**config.mk**
```make
export PLATFORM = sky130hd
export DESIGN_NAME = reload_timer
export DESIGN_NICKNAME = d
export VERILOG_FILES = /design/src/rtl/reload_timer.sv
export SDC_FILE = /design/constraint.sdc
export NUM_CORES = 1
export LEC_CHECK = 0
export BUFFER_PORTS_ARGS = -buffer_cell sky130_fd_sc_hd__buf_2
export CAP_MARGIN = 40
export CORE_ASPECT_RATIO = 0.5
export CORE_MARGIN = 5
export CORE_UTILIZATION = 45
export DETAILED_ROUTE_END_ITERATION = 8
export PLACE_DENSITY_LB_ADDON = 0.3
export SLEW_MARGIN = 20
export SYNTH_ARGS = -nofsm -noshare
export SYNTH_HDL_FRONTEND = slang
export SYNTH_SLANG_ARGS = --single-unit
```
**constraint.sdc**
```tcl
create_clock -name clk -period 2.5 [get_ports clk]
set_clock_uncertainty 0.1 [all_clocks]
set_input_delay 0.25 -clock clk [delete_from_list [all_inputs] [get_ports clk]]
set_output_delay 0.25 -clock clk [all_outputs]
set_load 0.01 [all_outputs]
```
**src/rtl/reload_timer.sv**
```systemverilog
module reload_timer #(
  parameter int unsigned AW       = 8,
  parameter logic [7:0]  CTRL_OFS = 8'h34,
  parameter logic [7:0]  ACK_OFS  = 8'h38
) (
  input  logic          clk,
  input  logic          rst_n,
  input  logic          ref_tick,
  input  logic          wr_en,
  input  logic [AW-1:0] wr_addr,
  input  logic [31:0]   wr_data,
  input  logic [AW-1:0] rd_addr,
  output logic [31:0]   rd_data,
  output logic          irq
);
  localparam int unsigned VW  = 28;
  localparam int unsigned EN  = VW;
  localparam int unsigned IE  = VW + 1;
  localparam int unsigned RST = VW + 2;
  localparam int unsigned FL  = 31;
  localparam logic [VW-1:0] ONE = VW'(1);

  logic [31:0]   ctrl_q;
  logic [VW-1:0] cnt_q;

  logic [VW-1:0] period;
  logic          en, ctl_wr, ack_wr, running, restart, expire;

  assign period  = ctrl_q[VW-1:0];
  assign en      = ctrl_q[EN];
  assign ctl_wr  = wr_en && (wr_addr == AW'(CTRL_OFS));
  assign ack_wr  = wr_en && (wr_addr == AW'(ACK_OFS));
  assign running = en && (period != '0);
  assign restart = ack_wr && wr_data[RST] && en;
  assign expire  = !ctl_wr && !restart && running && ref_tick && (cnt_q <= ONE);

  always_ff @(posedge clk) begin
    if (!rst_n) begin
      ctrl_q <= '0;
      cnt_q  <= '0;
    end else if (ctl_wr) begin
      ctrl_q <= wr_data;
      cnt_q  <= wr_data[VW-1:0];
    end else begin
      if (restart)
        cnt_q <= period;
      else if (running && ref_tick)
        cnt_q <= (cnt_q <= ONE) ? period : cnt_q - ONE;
      if (expire)
        ctrl_q[FL] <= 1'b1;
      else if (ack_wr && wr_data[FL])
        ctrl_q[FL] <= 1'b0;
    end
  end

  assign rd_data = (rd_addr == AW'(CTRL_OFS)) ? ctrl_q : '0;
  assign irq     = ctrl_q[FL] & ctrl_q[IE];

  p_expire_sets_flag_r4: assert property (@(posedge clk) disable iff (!rst_n)
    (running && ref_tick && cnt_q == ONE && !ctl_wr && !restart) |=> ctrl_q[FL]);

  p_count_in_range_r3: assert property (@(posedge clk) disable iff (!rst_n)
    running |-> (cnt_q != '0 && cnt_q <= period));

  p_stopped_holds_r6: assert property (@(posedge clk) disable iff (!rst_n)
    (!en && !ctl_wr) |=> $stable(cnt_q));

  p_zero_period_no_flag_r9: assert property (@(posedge clk) disable iff (!rst_n)
    (period == '0 && !ctrl_q[FL] && !ctl_wr) |=> !ctrl_q[FL]);

  p_ack_clears_r7: assert property (@(posedge clk) disable iff (!rst_n)
    (ack_wr && wr_data[FL] && !expire) |=> !ctrl_q[FL]);

  p_ack_loses_to_expiry_r10: assert property (@(posedge clk) disable iff (!rst_n)
    (ack_wr && wr_data[FL] && expire) |=> ctrl_q[FL]);

  p_ack_reads_zero_r11: assert property (@(posedge clk) disable iff (!rst_n)
    (rd_addr == AW'(ACK_OFS)) |-> (rd_data == '0));
endmodule

```
# Yosys cells after proc, flatten, opt, wreduce, memory -nomap -nowiden
# Cells that the tools add are included.
# classes
n_addsub	1
magnitude_cmp	1
n_eq_ne	3
mux	8
bitwise_logic	1
reduce_logical	16
# op_table
cell	count
28-bit two-way mux	4
32-bit two-way mux	1
28-bit by 1-bit <= comparator with 1-bit output, second input constant	1
28-bit nonzero test	1
28-bit by 1-bit subtractor with 28-bit output, second input constant	1
8-bit by 6-bit equality test with 1-bit output, second input constant	3
1-bit logical AND	11
3-bit nonzero test	2
1-bit two-way mux	3
1-bit zero test	2
1-bit bitwise AND	1
# totals
register_bits	60
input_bits	52
output_inout_bits	33
wordCells	33

# Depth between registers and ports, before layout
# logic_depth
ltp_word	11
ltp_mapped	10
mapped_depth_nobuf	9

# Worst setup path after synthesis
# Ideal clock, no wire load.
# synth_path
path_kind	register -> register
start	reg cnt_q[17]
end	reg cnt_q[26]
setup_time_ns	0.074
arrival_time_ns	2.168
t_required_ns	2.326
path_slack_ns	0.158
stages_incl_launch_ff	7
path_buffers	0
period_less_slack_ns	2.342
cell_sequence	dfxtp_1 or4_4 nor3_4 or3b_4 or4_1 a32o_1 a31oi_1
# synth_via
elab_chain_cells	5
elab_cells_between_ends	6
classes_between	1 x add/sub; 1 x order compare; 4 x mux
# synth_lines
element	line	text
start: declaration	24	logic [VW-1:0] cnt_q;
start signal: assignment	43	cnt_q <= wr_data[VW-1:0];
start signal: assignment	46	cnt_q <= period;
start signal: assignment	48	cnt_q <= (cnt_q <= ONE) ? period : cnt_q - ONE;
28-bit by 1-bit subtractor with 28-bit output or 28-bit by 1-bit <= comparator with 1-bit output (tied branches)	48	
28-bit two-way mux *	48	
28-bit two-way mux *	47	else if (running && ref_tick)
28-bit two-way mux *	45	if (restart)
28-bit two-way mux *	41	end else if (ctl_wr) begin
# Mark *: on every way between the ends. The rest lies on a longest branch, timed or not. The select of a mux whose other input is x is not followed.
# A chain may end at the register's enable or synchronous reset.

# Final worst setup path
# Same ends and word-level chain as after synthesis.

==> metrics.txt <==
hold slack=0.06431 ns; CTS sink count=60; Final period util=96.19%; Setup WS pre-CTS=0.1051 ns; setup bufs post-CTS=0; std cell rows=22; count of final setup violators=0; EDFF count, synth=0; GRT overflow=0; Post-synth top flop=dfxtp_1; clk buf depth=2; DR vias/cell=5.627; Int Power=0.001731 W; area share of fa/ha/maj cells after synthesis=0.7318%; asr flop ratio synth=0%; Post-Syn Area=3420 µm²; Post-Syn Instances=434; vias in the first global route=3326; Hold EP=ctrl_q[29]; layout cells sized above 1=26.87%; Syn Nets=488; hold-fix buffers at CTS=0; largest family of logic cells by synthesized area=simple AND/OR/NAND/NOR gates; post-synthesis area per instance=7.879 µm²; via count=3556; max_cap viols=0; initial antenna violation count=0; sw frac=22.20%; Worst Setup Start Kind=flip-flop; Final Critical Period=2.405 ns; R2R cell count=6; sequential fraction of design power=43.2%; most frequent cells in the layout=buf_2 (84), nand2_1 (78), dfxtp_1 (59), and2_1 (35); worst hold path type=in -> reg; Achievable Freq=0.4158 GHz; synth unique cells=58; antenna viol nets, final=0; Post-Synth XOR/XNOR Area=3.842%; largest net degree at the start of global routing=33; Worst setup EP type=flip-flop; Die W=133.3 µm; Worst EP required=2.66 ns; chip height=71.64 µm; PortBufs=84; critical path arrival=2.56 ns; Final Hold Vio Count=0; Clk network pwr share=50.1%; warnings from Yosys=0; First-pass DRT Iterations=5; combinational power share=6.7%; Switch Pwr=0.0004939 W; R2R Path End=cnt_q[26]; origin of the critical flop-to-flop path=cnt_q[17]; status=finished clean; Post-DP HPWL=7341 µm; 1st-iter DRT viols=351; worst-path maximum fanout=4; WL per Instance=15.55 µm; core footprint=7350 µm²; sequential-to-total area share from yosys stat=35.13%; pwr/cell area=507.9 nW/µm²; # fillers=689; H-tree Lvls=3; first-pass GRT wire length=16200 µm; mux contribution to synthesized area=1.464%; CTS tree=done; commonest non-fill, non-tap cell in the layout=buf_2; IO Count=85; Tot GR Track Use=20.88%; flops & latches, synth=60; final instance area=4380 µm²; gpl congestion=0.8951; Hold Crit Depth=3; Starting Density=46.53%; flop-to-flop setup slack=0.1 ns; post-route insts no fill=632; antenna fix cells=0; Tightest Pin Transition=0.5481 ns; final wirelength=9828 µm; dpl cell area=4110 µm²; worst hold start=wr_data[29]; leakage=1.950 nW; die area=9548 µm²; Synth-to-Final Area Change=28.10%; Placed Instances=616; Fin Setup TNS=0 ns; Simple-Gate Fraction of Synth Area=29.75%; Setup WS post-layout=0.09513 ns; RSZ-0062 raised after global routing=false; worst vdd ir=0.0003363 V; Final nets=585; CP Class=reg -> reg; Pins Over Slew Limit=0; worst-skew pair later-pin latency=0.34 ns; Worst-path clk slew=0.06 ns; Root Driver=clkbuf_16; Residual DRC=0; relative slew slack=63.46%; Synth Area in Compound Gates=25.43%; total CTS buffers=9
metal layers:
metal / GRT usage (%) / vias to the layer above / share of wire (%)
li1: - / 1768 / -
met1: 29.53 / 1657 / 50
met2: 30.73 / 113 / 41
met3: 5.891 / 18 / 7.3
met4: 6.727 / 0 / 1.6
met5: 0 / - / 0
critical path, cell delays in order, from the launching register on:
cell and delay (ns):
dfxtp_1 0.32, or4_4 0.56, nor3_4 0.15, or3b_4 0.42, or4_1 0.40, a32o_1 0.27, a31oi_1 0.11
what timing repair did:
item	in CTS	in global routing
gates resized for setup	0	3
endpoints found under the setup margin	0	2
hold endpoints to repair	0	0
synth_stat cells, drive strengths merged, types with 2 or more instances:
cell / count / share of area [%]
a211oi: 3 / 0.66
a21boi: 28 / 6.1
a21oi: 13 / 1.9
a221oi: 4 / 1.0
a22o: 9 / 2.3
a22oi: 4 / 0.88
a31oi: 18 / 3.5
a32o: 2 / 0.59
and2: 35 / 6.4
buf: 4 / 0.59
clkbuf: 25 / 2.7
dfxtp: 60 / 35
ha: 2 / 0.73
inv: 3 / 0.33
mux2i: 5 / 1.5
nand2: 78 / 8.6
nand3: 7 / 1.0
nand4: 5 / 0.91
nor2: 22 / 2.7
nor2b: 4 / 0.73
nor3: 8 / 1.6
nor4: 15 / 3.4
o211ai: 4 / 0.88
o21a: 2 / 0.44
o21ai: 26 / 3.8
o22ai: 3 / 0.55
o31ai: 2 / 0.44
or2: 2 / 0.37
or3: 3 / 0.55
or4: 6 / 1.5
or4b: 2 / 0.59
xnor2: 7 / 1.8
xor2: 8 / 2.0
cells by family (layout without fill, tap and decap cells):
| family | Yosys count | in the layout |
|---|---|---|
| AO/OA/AOI/OAI | 127 | 127 |
| XOR/XNOR | 15 | 15 |
| adder cells (fa/ha/maj) | 2 | 2 |
| buffers and inverters | 32 | 134 |
| flip-flops | 60 | 60 |
| multiplexers | 5 | 5 |
| AND/OR/NAND/NOR | 193 | 193 |
worst max path at each step:
stage,slack (ns),cells after the start,from,end
6_report,0.1,6,cnt_q[17],cnt_q[26]
5_1_grt,0.01,7,cnt_q[17],cnt_q[24]
4_1_cts,0.10,6,cnt_q[17],cnt_q[26]
3_5_place_dp,0.11,9,wr_addr[6],cnt_q[12]
3_3_place_gp,0.15,9,wr_addr[6],cnt_q[12]
2_1_floorplan,0.16,6,cnt_q[17],cnt_q[26]
power by group through the flow:
stage | Combinational (W) | Clock (W) | Sequential (W)
finish | 0.000150 | 0.00111 | 0.000961
global route | 0.000165 | 0.00118 | 0.000960
CTS | 0.000148 | 0.00112 | 0.000961
detailed placement | 0.000147 | 0 | 0.000980
global placement | 0.000147 | 0 | 0.000980
floorplan | 0.0000744 | 0 | 0.000980
final cells by class:
type	count	area (µm²)	area share, %
Timing Repair Buffer	115	681.9	15.57
Tap cell	96	120.1	2.742
Multi-Input combinational cell	342	2101	47.96
Inverter	3	11.26	0.2571
Sequential cell	60	1202	27.45
Clock buffer	14	254.0	5.798
Clock inverter	2	10.01	0.2285
through the flow:
step                      util [%]  total power [W]
after floorplan                  -         0.001054
after global placement       55.92         0.001127
after detailed placement     55.92         0.001127
after CTS                    59.52         0.002232
after global routing         59.60         0.002300
final                        59.60         0.002225
registers in the layout, summed over array words and instances (netlist names):
name and cells:
ctrl_q 32, cnt_q 28
Note: power is estimated with default switching activity, not from simulation.
